$ cat config.mk
export PLATFORM = sky130hd
export DESIGN_NAME = bit_scan_unit
export DESIGN_NICKNAME = d
export VERILOG_FILES = /design/src/rtl/bscan_pkg.sv /design/src/rtl/bscan_front.sv /design/src/rtl/bscan_ffs.sv /design/src/rtl/bscan_out.sv /design/src/rtl/bit_scan_unit.sv
export SDC_FILE = /design/constraint.sdc
export NUM_CORES = 1
export LEC_CHECK = 0
export BUFFER_PORTS_ARGS = -buffer_cell sky130_fd_sc_hd__buf_2
export CORE_MARGIN = 2
export CORE_UTILIZATION = 53
export CTS_CLUSTER_SIZE = 16
export DETAILED_ROUTE_END_ITERATION = 12
export GPL_TIMING_DRIVEN = 0
export PLACE_DENSITY = 0.9
export SLEW_MARGIN = 10
export SYNTH_ARGS = -nofsm -noshare
export SYNTH_HDL_FRONTEND = slang
export SYNTH_SLANG_ARGS = --single-unit
$ cat constraint.sdc
create_clock -name clk_i -period 2.4 [get_ports clk_i]
set_clock_uncertainty 0.15 [all_clocks]
set_input_delay 0.48 -clock clk_i [delete_from_list [all_inputs] [get_ports clk_i]]
set_output_delay 0.48 -clock clk_i [all_outputs]
set_load 0.05 [all_outputs]
$ cat src/rtl/bscan_pkg.sv
package bscan_pkg;
  localparam int unsigned DATA_W = 32;
  localparam int unsigned HALF_W = DATA_W / 2;
  localparam int unsigned IDX_W  = $clog2(DATA_W);

  typedef logic [DATA_W-1:0] word_t;
  typedef logic [IDX_W-1:0]  idx_t;

  typedef enum logic {
    SCAN_UP   = 1'b0,
    SCAN_DOWN = 1'b1
  } scan_dir_e;
endpackage

$ cat src/rtl/bscan_front.sv
// Width mask and direction fold: a downward scan becomes an upward scan of the reversed word.
module bscan_front
  import bscan_pkg::*;
#(
  parameter int unsigned W     = DATA_W,
  parameter int unsigned NARROW = HALF_W
) (
  input  logic [W-1:0] src_i,
  input  logic         size32_i,
  input  scan_dir_e    dir_i,
  output logic [W-1:0] scan_o,
  output logic         any_o
);
  logic [W-1:0] active_w;
  logic [W-1:0] flip_w;

  always_comb begin
    active_w = src_i;
    if (!size32_i) active_w[W-1:NARROW] = '0;
  end

  for (genvar b = 0; b < W; b++) begin : g_flip
    assign flip_w[b] = active_w[W-1-b];
  end

  assign scan_o = (dir_i == SCAN_DOWN) ? flip_w : active_w;
  assign any_o  = |active_w;
endmodule

$ cat src/rtl/bscan_ffs.sv
// Two-level lowest-set-bit encoder: per-group encode, then lowest non-empty group.
module bscan_ffs #(
  parameter int unsigned N    = 32,
  parameter int unsigned GRP  = 8,
  localparam int unsigned NG  = N / GRP,
  localparam int unsigned GW  = $clog2(GRP),
  localparam int unsigned PW  = $clog2(N)
) (
  input  logic [N-1:0]  vec_i,
  output logic          found_o,
  output logic [PW-1:0] pos_o
);
  logic [NG-1:0] grp_any;
  logic [GW-1:0] grp_pos [NG];

  for (genvar g = 0; g < NG; g++) begin : g_grp
    assign grp_any[g] = |vec_i[g*GRP +: GRP];
    always_comb begin
      grp_pos[g] = '0;
      for (int j = GRP - 1; j >= 0; j--) begin
        if (vec_i[g*GRP + j]) grp_pos[g] = GW'(j);
      end
    end
  end

  always_comb begin
    found_o = 1'b0;
    pos_o   = '0;
    for (int g = NG - 1; g >= 0; g--) begin
      if (grp_any[g]) begin
        found_o = 1'b1;
        pos_o   = PW'(g * GRP) + PW'(grp_pos[g]);
      end
    end
  end
endmodule

$ cat src/rtl/bscan_out.sv
// Result stage: holds the last written index so a zero source leaves it untouched.
module bscan_out #(
  parameter bit          REG_OUT = 1'b1,
  parameter int unsigned IW      = 5
) (
  input  logic          clk_i,
  input  logic          rst_ni,
  input  logic          valid_i,
  input  logic          found_i,
  input  logic [IW-1:0] idx_i,
  output logic [IW-1:0] idx_o,
  output logic          zf_o,
  output logic          wr_en_o,
  output logic          valid_o
);
  logic          wr_c;
  logic [IW-1:0] idx_q;
  logic          zf_q;

  assign wr_c = valid_i & found_i;

  always_ff @(posedge clk_i or negedge rst_ni) begin
    if (!rst_ni) begin
      idx_q <= '0;
      zf_q  <= 1'b0;
    end else begin
      if (wr_c)    idx_q <= idx_i;
      if (valid_i) zf_q  <= ~found_i;
    end
  end

  if (REG_OUT) begin : g_reg
    logic wr_q;
    logic vld_q;
    always_ff @(posedge clk_i or negedge rst_ni) begin
      if (!rst_ni) begin
        wr_q  <= 1'b0;
        vld_q <= 1'b0;
      end else begin
        wr_q  <= wr_c;
        vld_q <= valid_i;
      end
    end
    assign idx_o   = idx_q;
    assign zf_o    = zf_q;
    assign wr_en_o = wr_q;
    assign valid_o = vld_q;
  end else begin : g_comb
    assign idx_o   = wr_c ? idx_i : idx_q;
    assign zf_o    = valid_i ? ~found_i : zf_q;
    assign wr_en_o = wr_c;
    assign valid_o = valid_i;
  end
endmodule

$ cat src/rtl/bit_scan_unit.sv
module bit_scan_unit
  import bscan_pkg::*;
#(
  parameter bit          REG_OUT = 1'b1,
  parameter int unsigned GRP_W   = 8
) (
  input  logic              clk_i,
  input  logic              rst_ni,
  input  logic              valid_i,
  input  logic [DATA_W-1:0] src_i,
  input  logic              rev_i,
  input  logic              size32_i,
  output logic [IDX_W-1:0]  idx_o,
  output logic              zf_o,
  output logic              wr_en_o,
  output logic              valid_o
);
  scan_dir_e dir_w;
  word_t     scan_w;
  logic      any_w;
  logic      found_w;
  idx_t      pos_w;
  idx_t      idx_w;

  assign dir_w = scan_dir_e'(rev_i);

  bscan_front #(.W(DATA_W), .NARROW(HALF_W)) u_front (
    .src_i   (src_i),
    .size32_i(size32_i),
    .dir_i   (dir_w),
    .scan_o  (scan_w),
    .any_o   (any_w)
  );

  bscan_ffs #(.N(DATA_W), .GRP(GRP_W)) u_ffs (
    .vec_i  (scan_w),
    .found_o(found_w),
    .pos_o  (pos_w)
  );

  // Mirror back; masked high half keeps narrow downward results below HALF_W.
  assign idx_w = (dir_w == SCAN_DOWN) ? (IDX_W'(DATA_W - 1) - pos_w) : pos_w;

  bscan_out #(.REG_OUT(REG_OUT), .IW(IDX_W)) u_out (
    .clk_i  (clk_i),
    .rst_ni (rst_ni),
    .valid_i(valid_i),
    .found_i(found_w & any_w),
    .idx_i  (idx_w),
    .idx_o  (idx_o),
    .zf_o   (zf_o),
    .wr_en_o(wr_en_o),
    .valid_o(valid_o)
  );
endmodule

==> qor.txt <==
Avg Cell Area, Syn = 7.49 sq um
Antenna violations before repair = 0
Clock slew at reported path FFs = 50 ps
Slew margin rel. = 69.1%
Die Y = 50.7 microns
Pins Over Slew Limit = 0
# clock sinks = 8
Largest net degree at the start of global routing = 11
Die area = 0.00257 sq mm
Post-route ant nets = 0
CP Launch Type = input port
DRT iter0 DRCs = 38
Worst Path Max Fanout = 9
Final nets = 244
First-pass GRT wire length = 5.73 mm
Final core occ = 73.3%
Die Width = 50.7 microns
Number of vias per cell = 6.25
Routed wire length = 3.49 mm
Placeable Area = 0.00200 sq mm
GP Congestion = 0.918
Grt total ovfl = 0
Most frequent cells in the layout = buf_2, nor2_1, a21oi_1, inv_1, nand2_1
Yosys cell types = 50
Hold Vio Cnt, Final = 0
CTS tree = built
Worst r2r src = u_out.idx_o[0]
Drt drc = 0
Seq cells post-synth = 8
Hold path cells = 1
Status = finished clean
Fillcell total = 174
Post-synth net total = 191
Mapped cell area = 0.00115 sq mm
DR WL/cell = 15.1 microns
H-tree depth = 1
Commonest non-fill, non-tap cell in the layout = buf_2
Final setup fails = 0
CP arrival = 2240 ps
CTS Root Cell = clkbuf_4
Peak VDD IR = 357 uV
Max Clk Rate = 0.452 GHz
Vias in the first global route = 1391
Clk buf depth = 2
Post-DP HPWL = 2.82 mm
Pwr dens = 377 mW/mm^2
Antenna Diode Count = 0
Initial Util = 57.6%
Synth Instances = 154
Pleak = 0.671 nW
Final period util = 92.1%
RR Endpoint = u_out.idx_o[0]
Setup TNS = 0 ps
Drt first pass iters = 4
IO buf count = 43
DR vias = 1450
Worst slew pin tran = 464 ps
R2R depth = 2
WHS = 288 ps
Critical path required time = 2430 ps
Skew-Pair Late Insertion Delay = 250 ps
Hold endpoint = u_out.valid_o
Fin crit period = 2210 ps
Max Cap Viol = 0
Layout overhead on the synthesized area = 27.2%
Total Power = 0.553 mW
Ports = 45
Register area share after synthesis = 17.4%
Row cnt = 16
Worst Hold Class = in2reg
Hold_sp = valid_i
Crit Path Category = in2reg
Crit. End Element = flip-flop
R2r setup slk = 1560 ps
CTS Buf Count = 3
Fraction of layout cells with a size suffix above 1 = 36.6%
GRT Util Overall = 28.4%
RSZ-0062 raised after global routing = no
Yosys warns = 0
-- layout make-up --
type / instances / area, sq um / share of cell area, %
Sequential cell: 8 / 200 / 13.6
Timing Repair Buffer: 48 / 255 / 17.4
Clock buffer: 3 / 22.5 / 1.53
Inverter: 11 / 41.3 / 2.81
Multi-Input combinational cell: 131 / 873 / 59.5
Tap cell: 27 / 33.8 / 2.30
Buffer: 4 / 41.3 / 2.81
-- worst max-delay path by stage --
stage / startpoint / to / slack (ps) / cells after the start
floorplan: rev_i / u_out.idx_o[0] / 240 / 9
global placement: src_i[28] / u_out.idx_o[1] / -3 / 8
detailed placement: src_i[30] / u_out.idx_o[1] / -110 / 8
CTS: src_i[30] / u_out.idx_o[1] / 130 / 8
global route: src_i[24] / u_out.idx_o[1] / 70 / 8
finish: src_i[24] / u_out.idx_o[2] / 190 / 9
-- logic make-up after synthesis --
logic type | Yosys count | synth area share [%]
xor+xnor | 3 | 2.28
buf+inv | 15 | 7.16
simple gates | 61 | 28.6
compound gates | 66 | 43.6
flops | 8 | 17.4
mux | 1 | 0.976
-- critical path: stages --
cell and delay (ps):
buf_2 110, nor2_2 200, o22ai_1 190, nor4_4 470, nand3_2 210, o21ai_4 280, buf_4 160, nand2_1 40
o21ai_1 80
-- metal layers --
metal | vias to the layer above | part of all wire (%) | GRT usage [%]
met4 | 0 | 2.2 | 11.3
met1 | 699 | 40 | 32.7
met2 | 66 | 52 | 52.4
li1 | 673 | - | -
met5 | - | 0 | 0
met3 | 12 | 5.8 | 3.57
-- per-stage QoR --
step	instances	area (sq um)	worst slack, ps
3_5_place_dp	224	1400	-111
4_1_cts	228	1440	127
3_3_place_gp	224	1400	-2.60
6_report	232	1470	190
5_1_grt	232	1470	75.0
2_1_floorplan	154	1150	239
-- timing repair --
action / CTS / global route
gates resized for setup: 0 / 1
buffers inserted: 0 / 4
endpoints found under the setup margin: 0 / 1
hold endpoints to repair: 8 / 0
hold buffers: 1 / 0
-- state kept, by name, indices dropped and copies added (netlist names) --
| register | cells |
|---|---|
| u_out.idx_o | 5 |
| u_out.valid_o | 1 |
| u_out.wr_en_o | 1 |
| u_out.zf_o | 1 |
-- Yosys cell counts (all sizes together) --
| library cell | n | share of area (%) |
|---|---|---|
| o311ai | 1 | 0.76 |
| nor2b | 6 | 3.3 |
| nand2b | 4 | 2.8 |
| a21oi | 10 | 4.3 |
| o31ai | 4 | 3.0 |
| o2111ai | 2 | 1.5 |
| a21bo | 1 | 0.87 |
| inv | 11 | 3.6 |
| nor3 | 2 | 0.87 |
| a21o | 2 | 1.3 |
| a211o | 1 | 0.76 |
| a221oi | 1 | 0.76 |
| buf | 4 | 3.6 |
| a211oi | 5 | 3.7 |
| and2b | 1 | 0.65 |
| a311oi | 1 | 0.76 |
| nand3 | 3 | 1.7 |
| o21bai | 1 | 0.65 |
| o22a | 3 | 2.5 |
| o21ba | 1 | 0.87 |
| o2bb2ai | 1 | 0.76 |
| o211ai | 4 | 2.6 |
| o21a | 2 | 1.3 |
| mux2 | 1 | 0.98 |
| o211a | 1 | 0.87 |
| nand2 | 10 | 3.9 |
| dfrtp | 8 | 17 |
| o21ai | 13 | 6.9 |
| xnor2 | 3 | 2.3 |
| nor3b | 1 | 1.1 |
| nor4b | 1 | 0.76 |
| o22ai | 11 | 8.7 |
| and2 | 1 | 0.54 |
| nor4 | 2 | 2.9 |
| nand3b | 1 | 0.65 |
| a21boi | 1 | 0.65 |
| nor2 | 29 | 9.4 |
-- where the power goes --
part           leakage (nW)  switching (mW)  total (mW)  internal, mW
registers            0.0967         0.00614       0.155         0.149
logic                 0.560           0.187       0.296         0.109
clock network        0.0138          0.0448       0.102        0.0571
total                 0.671           0.238       0.553         0.315
Note: power is estimated with default switching activity, not from simulation.
